### src/rtl/ramp_pkg.sv
package ramp_pkg;
  localparam int NUM_PROF  = 4;
  localparam int PROF_W    = $clog2(NUM_PROF);
  localparam int CFG_W     = 32;
  localparam int CODE_W    = 12;
  localparam int STEP_W    = 4;
  localparam int TICK_W    = 16;
  // profile word layout
  localparam int START_LSB = 0;
  localparam int STEP_LSB  = START_LSB + CODE_W;
  localparam int END_LSB   = STEP_LSB + STEP_W;
  localparam int DIR_BIT   = END_LSB + CODE_W;
  localparam int REP_BIT   = DIR_BIT + 1;

  typedef struct packed {
    logic loadStart;
    logic doStep;
  } strobe_t;

  typedef enum logic [1:0] {ST_IDLE, ST_RUN, ST_HOLD} state_t;
endpackage

### src/rtl/ramp_dp.sv
module ramp_dp
  import ramp_pkg::*;
(
  input  logic                         clk,
  input  logic                         rstN,
  input  logic [NUM_PROF*CFG_W-1:0]    profileCfg,
  input  logic [PROF_W-1:0]            profSel,
  input  strobe_t                      stb,
  output logic [CODE_W-1:0]            codeOut,
  output logic                         hitEnd,
  output logic                         zeroStep,
  output logic                         repeatEn,
  output logic [CODE_W-1:0]            curStart,
  output logic [CODE_W-1:0]            curEnd
);
  logic [CFG_W-1:0]  cfgWord;
  logic [STEP_W-1:0] stepSize;
  logic              goDown;
  logic [CODE_W:0]   sumUp;
  logic [CODE_W:0]   diffDown;
  logic [CODE_W-1:0] nextCode;
  logic              hitUp;
  logic              hitDown;

  always_comb begin
    cfgWord  = profileCfg[profSel*CFG_W +: CFG_W];
    curStart = cfgWord[START_LSB +: CODE_W];
    stepSize = cfgWord[STEP_LSB +: STEP_W];
    curEnd   = cfgWord[END_LSB +: CODE_W];
    goDown   = cfgWord[DIR_BIT];
    repeatEn = cfgWord[REP_BIT];
    zeroStep = (stepSize == '0);
    sumUp    = {1'b0, codeOut} + {{(CODE_W+1-STEP_W){1'b0}}, stepSize};
    diffDown = {1'b0, codeOut} - {{(CODE_W+1-STEP_W){1'b0}}, stepSize};
    hitUp    = (sumUp >= {1'b0, curEnd});
    hitDown  = diffDown[CODE_W] || (diffDown[CODE_W-1:0] <= curEnd);
    nextCode = goDown ? diffDown[CODE_W-1:0] : sumUp[CODE_W-1:0];
    hitEnd   = !zeroStep && (goDown ? hitDown : hitUp);
  end

  always_ff @(posedge clk or negedge rstN) begin
    if (!rstN) begin
      codeOut <= '0;
    end else if (stb.loadStart) begin
      codeOut <= curStart;
    end else if (stb.doStep && !zeroStep) begin
      codeOut <= hitEnd ? curEnd : nextCode;
    end
  end
endmodule

### src/rtl/ramp_ctrl.sv
module ramp_ctrl
  import ramp_pkg::*;
(
  input  logic                 clk,
  input  logic                 rstN,
  input  logic                 contMode,
  input  logic [TICK_W-1:0]    tickDiv,
  input  logic                 swTrigWr,
  input  logic [NUM_PROF-1:0]  swTrigData,
  input  logic                 doneClr,
  input  logic                 hitEnd,
  input  logic                 repeatEn,
  output strobe_t              stb,
  output logic [PROF_W-1:0]    profSel,
  output logic [NUM_PROF-1:0]  trigState,
  output logic                 doneSts
);
  state_t              state, stateN;
  logic [TICK_W-1:0]   tickCnt, tickCntN;
  logic [PROF_W-1:0]   curProf, curProfN;
  logic                wrapPend, wrapPendN;
  logic [NUM_PROF-1:0] trigClr;
  logic [PROF_W-1:0]   pickIdx;
  logic                pickValid;
  logic                loadStart;
  logic                doStep;
  logic                doneEvt;

  // lowest-numbered armed profile wins
  always_comb begin
    pickIdx   = '0;
    pickValid = |trigState;
    for (int i = NUM_PROF - 1; i >= 0; i--) begin
      if (trigState[i]) pickIdx = PROF_W'(i);
    end
  end

  assign profSel = (state == ST_IDLE) ? pickIdx : curProf;

  always_comb begin
    stateN    = state;
    tickCntN  = tickCnt;
    curProfN  = curProf;
    wrapPendN = wrapPend;
    trigClr   = '0;
    loadStart = 1'b0;
    doStep    = 1'b0;
    doneEvt   = 1'b0;
    unique case (state)
      ST_IDLE: begin
        if (pickValid) begin
          loadStart = 1'b1;
          curProfN  = pickIdx;
          stateN    = ST_RUN;
          tickCntN  = '0;
          wrapPendN = 1'b0;
          if (!contMode) trigClr[pickIdx] = 1'b1;
        end
      end
      ST_RUN: begin
        if (contMode && !trigState[curProf]) begin
          stateN    = ST_IDLE;
          wrapPendN = 1'b0;
        end else if (tickCnt == tickDiv) begin
          tickCntN = '0;
          if (wrapPend) begin
            loadStart = 1'b1;
            wrapPendN = 1'b0;
          end else begin
            doStep = 1'b1;
            if (hitEnd) begin
              doneEvt = 1'b1;
              if (repeatEn) wrapPendN = 1'b1;
              else          stateN    = ST_HOLD;
            end
          end
        end else begin
          tickCntN = tickCnt + 1'b1;
        end
      end
      ST_HOLD: begin
        if (!(contMode && trigState[curProf])) stateN = ST_IDLE;
      end
      default: stateN = ST_IDLE;
    endcase
  end

  assign stb = '{loadStart: loadStart, doStep: doStep};

  always_ff @(posedge clk or negedge rstN) begin
    if (!rstN) begin
      state     <= ST_IDLE;
      tickCnt   <= '0;
      curProf   <= '0;
      wrapPend  <= 1'b0;
      trigState <= '0;
      doneSts   <= 1'b0;
    end else begin
      state     <= stateN;
      tickCnt   <= tickCntN;
      curProf   <= curProfN;
      wrapPend  <= wrapPendN;
      trigState <= swTrigWr ? swTrigData : (trigState & ~trigClr);
      doneSts   <= doneEvt | (doneSts & ~doneClr);
    end
  end
endmodule

### src/rtl/ramp_gen.sv
module ramp_gen
  import ramp_pkg::*;
(
  input  logic                       clk,
  input  logic                       rstN,
  input  logic [NUM_PROF*CFG_W-1:0]  profileCfg,
  input  logic [TICK_W-1:0]          tickDiv,
  input  logic                       contMode,
  input  logic                       swTrigWr,
  input  logic [NUM_PROF-1:0]        swTrigData,
  input  logic                       doneClr,
  input  logic                       irqEn,
  input  logic                       dmaEn,
  output logic [CODE_W-1:0]          codeOut,
  output logic [NUM_PROF-1:0]        trigState,
  output logic                       doneSts,
  output logic                       irqOut,
  output logic                       dmaReq
);
  strobe_t           stb;
  logic [PROF_W-1:0] profSel;
  logic              hitEnd;
  logic              zeroStep;
  logic              repeatEn;
  logic [CODE_W-1:0] curStart;
  logic [CODE_W-1:0] curEnd;

  ramp_ctrl u_ctrl (
    .clk(clk), .rstN(rstN), .contMode(contMode), .tickDiv(tickDiv),
    .swTrigWr(swTrigWr), .swTrigData(swTrigData), .doneClr(doneClr),
    .hitEnd(hitEnd), .repeatEn(repeatEn), .stb(stb), .profSel(profSel),
    .trigState(trigState), .doneSts(doneSts)
  );

  ramp_dp u_dp (
    .clk(clk), .rstN(rstN), .profileCfg(profileCfg), .profSel(profSel),
    .stb(stb), .codeOut(codeOut), .hitEnd(hitEnd), .zeroStep(zeroStep),
    .repeatEn(repeatEn), .curStart(curStart), .curEnd(curEnd)
  );

  assign irqOut = doneSts & irqEn;
  assign dmaReq = doneSts & dmaEn;
endmodule

### config.mk
export PLATFORM = sky130hd
export DESIGN_NAME = ramp_gen
export DESIGN_NICKNAME = d
export VERILOG_FILES = /design/src/rtl/ramp_pkg.sv /design/src/rtl/ramp_dp.sv /design/src/rtl/ramp_ctrl.sv /design/src/rtl/ramp_gen.sv
export SDC_FILE = /design/constraint.sdc
export NUM_CORES = 1
export LEC_CHECK = 0
export BUFFER_PORTS_ARGS = -buffer_cell sky130_fd_sc_hd__buf_2
export CORE_MARGIN = 1
export CORE_UTILIZATION = 45
export CTS_BUF_LIST = sky130_fd_sc_hd__clkbuf_8
export CTS_CLUSTER_DIAMETER = 200
export DETAILED_ROUTE_END_ITERATION = 10
export PLACE_DENSITY = 0.74
export SLEW_MARGIN = 20
export SYNTH_ARGS = -nofsm -noshare
export SYNTH_HDL_FRONTEND = slang
export SYNTH_HIERARCHICAL = 1
export SYNTH_SLANG_ARGS = --single-unit
### constraint.sdc
create_clock -name clk -period 7.6 [get_ports clk]
set_input_delay 2.28 -clock clk [delete_from_list [all_inputs] [get_ports clk]]
set_output_delay 2.28 -clock clk [all_outputs]
set_load 0.01 [all_outputs]
## Word-level counts from Yosys, hierarchy flattened

Index checks and enable logic that the tools add are counted.
Widths: inputs -> output; s select.

- Bits in registers: 38
- Word-level logic and storage cells: 101
- Bits of input ports: 155

- Magnitude comparators: 5
- Bitwise operators: 7
- Multiplexer cells: 51
- Reduce and logical (&&, ||, !) cells: 17
- Eq/ne operators: 10
- Shift-type cells: 1
- Add/sub/neg operators: 3

Operator list:

| cell | count |
|---|---|
| $shiftx 128x8->30 | 1 |
| $mux 12 | 4 |
| $mux 16 | 3 |
| $pmux 16 s2 | 1 |
| $mux 2 | 12 |
| $mux 1 | 22 |
| $add 16x1->16 const B | 1 |
| $eq 16x16->1 | 1 |
| $mux 4 | 4 |
| $add 12x4->13 | 1 |
| $ge 13x12->1 | 1 |
| $sub 12x4->13 | 1 |
| $le 12x12->1 | 1 |
| $lt 2x3->1 const B | 2 |
| $ne 3x1->1 const B | 2 |
| $ne 3x3->1 const B | 2 |
| $pmux 2 s3 | 1 |
| $reduce_and 3->1 | 2 |
| $reduce_and 6->1 | 1 |
| $logic_and 1x1->1 | 5 |
| $and 4x4->4 | 1 |
| $logic_not 4->1 | 1 |
| $ne 2x2->1 const B | 2 |
| $not 4->4 | 1 |
| 16 further kinds | 21 |

## Depth between registers and ports, before layout

- Depth in word-level cells: 17
- Mapped depth: 24
- Depth with buffers taken out: 20

## By module

Netlist, hierarchy kept.

Modules (own cells, without submodules):

| module | cells an instance | area an instance (um2) | times used |
|---|---|---|---|
| ramp_dp | 315 | 2911.5 | 1 |
| ramp_ctrl | 181 | 1626.6 | 1 |
| ramp_gen | 2 | 12.5 | 1 |

## Least setup slack after synthesis

OpenSTA, ideal clock, no wires.

- Path kind: input-to-reg
- Start: input port profileCfg[110]
- End: register u_ctrl.wrapPend
- Path slack: 1.747 ns
- Required time: 7.524 ns
- Buffers on the path: 1
- Library setup time: 0.076 ns
- Cell stages on the path: 17
- Arrival: 5.776 ns
- Path through: mux4_2 inv_1 ha_1 clkbuf_1 a21o_1 a211o_1 nor3_1 xor2_1 ha_1 nand4_1 or3_1 o311ai_2 a31oi_1 nor2_4 nand2b_1 a2111o_1 o21ai_1

- Word-level cells in the longest chain between the ends: 11
- Elaborated cells between the ends (all ways): 15
- Classes of those cells: add/sub (2); order compare (2); shift (1); mux (6); reduce/logical (4)

Ends and longest elaborated chain:

| what | line | RTL |
|---|---|---|
| start, declared | ramp_gen.sv:6 | `input logic [NUM_PROF*CFG_W-1:0] profileCfg,` |
| $shiftx 128x8->30 * | ramp_dp.sv:26 | `cfgWord = profileCfg[profSel*CFG_W +: CFG_W];` |
| $sub 12x4->13 | ramp_dp.sv:34 | `diffDown = {1'b0, codeOut} - {{(CODE_W+1-STEP_W){1'b0}}, stepSize};` |
| $le 12x12->1 | ramp_dp.sv:36 | `hitDown = diffDown[CODE_W] \|\| (diffDown[CODE_W-1:0] <= curEnd);` |
| $logic_or 1x1->1 | ramp_dp.sv:36 |  |
| $mux 1 | ramp_dp.sv:38 | `hitEnd = !zeroStep && (goDown ? hitDown : hitUp);` |
| $logic_and 1x1->1 * | ramp_dp.sv:38 |  |
| via hitEnd | ramp_gen.sv:22 | `logic hitEnd;` |
| $mux 1 * | ramp_ctrl.sv:71 | `if (hitEnd) begin` |
| $mux 1 * | ramp_ctrl.sv:66 | `if (wrapPend) begin` |
| $mux 1 * | ramp_ctrl.sv:64 | `end else if (tickCnt == tickDiv) begin` |
| $mux 1 * | ramp_ctrl.sv:61 | `if (contMode && !trigState[curProf]) begin` |
| $pmux 1 s2 * | ramp_ctrl.sv:49 | `unique case (state)` |
| end signal, assigned | ramp_ctrl.sv:102 | `wrapPend <= wrapPendN;` |
| end, declared | ramp_ctrl.sv:21 | `logic wrapPend, wrapPendN;` |

Mark *: on every way through the listed nets, which the timed path passes. The rest lies on a longest branch. The select of a mux whose other input is x is not followed.
A chain may end at the register's enable or synchronous reset.

## Worst setup path in the final report

- Start: input port profileCfg[78]
- End: register u_ctrl.state[0]

- Word-level cells in the longest chain between the ends: 8
- Elaborated cells between the ends (all ways): 12
- Classes of those cells: add/sub (2); order compare (2); eq/ne (1); shift (1); mux (1); reduce/logical (5)

Ends and longest elaborated chain:

| what | line | RTL |
|---|---|---|
| $shiftx 128x8->30 * | ramp_dp.sv:26 |  |
| $sub 12x4->13 | ramp_dp.sv:34 |  |
| $le 12x12->1 | ramp_dp.sv:36 |  |
| $logic_or 1x1->1 | ramp_dp.sv:36 |  |
| $mux 1 | ramp_dp.sv:38 |  |
| $logic_and 1x1->1 * | ramp_dp.sv:38 |  |
| via hitEnd | ramp_gen.sv:22 |  |
| $ne 3x1->1 (no line) * | -- |  |
| $reduce_and 6->1 (no line) * | -- |  |
| end signal, assigned | ramp_ctrl.sv:99 | `state <= stateN;` |
| end, declared | ramp_ctrl.sv:18 | `state_t state, stateN;` |

Mark *: on every way through the listed nets, which the timed path passes. The rest lies on a longest branch.

==> results.yml <==
floorplan:
  io-pin-count: 174
  die_width_um: 103
  dieArea_um2: 10500
  initial_core_util_pct: 46.6
  fp.dieH_um: 103
  rows: 36
  core_area_um2: 9770
synth:
  synthMuxAreaShare_pct: 16.2
  avgSynthCellArea_um2: 9.14
  yosys.area_share.simple_pct: 18.8
  synthTopCellsByArea: "dfrtp_1, mux4_2, ha_1"
  ys_ff_latch: 38
  synth_top_family_by_area: "compound AO/OA/AOI/OAI gates"
  yosysTopAreaCellShare_pct: 20.9
  yosys_warnings: 6
  netlist_area_um2: 4550
  syn-num-nets: 688
  synth_compound_area_share_pct: 20.0
  synth_flop_cell: "dfrtp_1"
  async_flop_share_pct: 100
  seq_area_frac_synth_pct: 20.9
  synth-edff-count: 0
  synthXorXnorAreaFrac_pct: 8.08
  synth_top_cell_by_area: "dfrtp_1"
  netlist_instances: 498
  synthAdderAreaFrac_pct: 9.95
  yosysUniqueCellTypes: 67
worst_setup_path:
  end_kind: "flop"
  cp.required_ps: 7750
  crit_type: "in2reg"
  cp.arrival_ps: 6320
  crit_path_max_fanout: 10
  critPathLaunchType: "input pin"
power:
  leakagePower_uw: 0.00252
  p_comb_share_pct: 79.0
  p_per_area_nw_per_um2: 425
  p_sw_uw: 1260
  p_seq_share_pct: 15.0
  irDropWorstVdd_mv: 0.166
  intPower_uw: 1100
  clockPowerShare_pct: 6.0
  swShare_pct: 53.5
timing:
  slew_violations: 0
  max_freq_mhz: 162
  fin_skew_ps: 9.41
  hold_viol_final: 0
  relSlewSlack_pct: 21.5
  finalSetupTns_ps: 0
  finalSetupViolations: 0
  period_share_pct: 81.2
  hold_slack_ps: 549
  worst_slew_pin_slew_ps: 1170
  min_period_ps: 6170
  rsz0062_at_grt: "no"
route:
  ant_nets: 0
  via_count: 4649
  drcViolationCount: 0
  viasPerCell: 5.99
  dr.pass1.iters: 5
  dr.first_iter.drc_count: 257
  wl_mm: 13.8
  wl_per_cell_um: 17.8
cells_and_area:
  nNetsFinal: 833
  fillers: 875
  drive_above_1_share_pct: 35.5
  antenna_cells: 0
  final_area_um2: 5540
  area_growth_pct: 21.8
  multi_input_area_um2: 3350
  seqCellArea_um2: 951
global_route:
  grt_max_degree: 39
  antenna_found_initial: 1
  use_met3_pct: 4.47
  grt_pass1_vias: 4454
  grtUsageMet2_pct: 44.7
  grt.overflow.total: 0
  busiest_layer: "met2"
  grt_pass1_wl_mm: 21.4
  grt_usage_pct: 26.5
  use_met1_pct: 34.8
clocking:
  ctsHoldBuffers: 0
  insertion_delay_ps: 300
  clkTransAtPathRegs_ps: 80
  clock_sinks: 38
  cts_resized: 0
  cts_buffers: 5
  cts_tree: "yes"
  htreeDepth: 2
  cts_setup_buffers: 0
  clockBufferDepth: 2
  cts_root_buf: "clkbuf_8"
placed_design:
  gp_congestion: 0.886
  io_buffers: 165
  placed_cell_area_um2: 5430
  hpwlAfterDp_mm: 11.0
run:
  max-cap-violations: 0
hold_path:
  hold_path.class: "reg2reg"
outcome:
  status: "completed"
-- layer usage --
metal	part of all wire (%)	vias to the layer above	wire, um
li1	-	2167	-
met1	42	2265	5800
met2	50	193	6910
met3	6.4	24	880
met4	1.4	0	198
met5	0	-	0
-- worst paths after layout --
check / from / endpoint / slack [ps] / depth (start not counted)
max: profileCfg[78] / u_ctrl/state[0]$_DFFE_PN0P_ / 1430 / 17
min: u_ctrl/curProf[1]$_DFFE_PN0P_ / u_ctrl/curProf[1]$_DFFE_PN0P_ / 550 / 1
max reg2reg: u_ctrl/state[1]$_DFFE_PN0P_ / u_ctrl/state[0]$_DFFE_PN0P_ / 1760 / 18
min reg2reg: u_ctrl/curProf[1]$_DFFE_PN0P_ / u_ctrl/curProf[1]$_DFFE_PN0P_ / 550 / 1
max in group asynchronous: rstN / u_ctrl/tickCnt[1]$_DFFE_PN0P_ / 4910 / 1
min in group asynchronous: rstN / u_ctrl/tickCnt[10]$_DFFE_PN0P_ / 2120 / 1
-- placed cells by master, fill, tap and decap left out, types with 15 or more instances in the layout --
cell type  netlist  final
inv_1           31     31
nand2_1         28     28
a21oi_1         26     26
nor2_1          29     29
buf_2           11    165
mux4_2          31     31
ha_1            33     33
xnor2_1         15     15
xor2_1          27     27
o21ai_0         29     28
nand4_1         18     18
nor3_1          16     16
dfrtp_1         38     38
-- state kept, by name (all words and copies together), names as in the netlist --
signal and flops:
u_ctrl/trigState 4, u_ctrl/doneSts 1, u_ctrl/tickCnt 16, u_ctrl/wrapPend 1
u_dp/codeOut 12, u_ctrl/curProf 2, u_ctrl/state 2
-- power by group through the flow --
stage,logic [uW],clock network [uW],registers (uW)
after floorplan,1400,0,317
after global placement,1740,0,353
after detailed placement,1800,0,354
after CTS,1820,144,351
after global routing,2030,150,364
final,1860,142,353
-- critical path, cell delays in order --
cell and delay [ps]:
buf_2 110, mux4_2 520, inv_1 80, ha_1 310, a21o_1 250, a211o_1 370
nor3_1 190, xor2_1 110, ha_1 310, nand4_1 140, or3_1 400, o311ai_2 90
a31oi_1 170, nor2_4 380, nand2b_1 170, nor3_1 270, o21ai_0 130
-- cells by family (layout without fill, tap and decap cells) --
kind of cell | count (synthesis) | count (layout)
compound gates | 128 | 128
xor+xnor | 42 | 42
fa+ha+maj | 35 | 35
buf+inv | 62 | 207
flops | 38 | 38
mux | 35 | 35
simple gates | 158 | 158
-- cells in the mapped netlist, types with 7 or more instances --
cell type  number
o21ai_0        29
a22oi_1        13
o211ai_1       11
inv_1          31
nand4_1        18
nand2b_1        8
xnor2_1        15
nor3_1         16
nor2_1         29
nor2b_1         7
ha_1           33
or3_1          11
dfrtp_1        38
buf_2          11
clkbuf_1       13
xor2_1         27
nand3_1        12
nand2_1        28
mux4_2         31
a21oi_1        26
-- stage by stage --
| stage | setup WS, ps | instances | total power, uW | utilization, % |
|---|---|---|---|---|
| detailed placement | 1220 | 768 | 2160 | 55.6 |
| global route | 1170 | 776 | 2540 | 56.7 |
| finish | 1430 | 776 | 2360 | 56.7 |
| floorplan | 1750 | 498 | 1710 | - |
| CTS | 1500 | 775 | 2310 | 56.4 |
| global placement | 1270 | 768 | 2090 | 55.6 |
-- final cells by class --
type	count	area share, %
inverters	31	2.10
well taps	133	3.00
multi-input cells	398	60.5
clock buffers	5	1.24
repair buffers	169	15.8
flip-flops and latches	38	17.2
clock inverters	2	0.181
No activity file was read; power rests on OpenSTA's default activity.
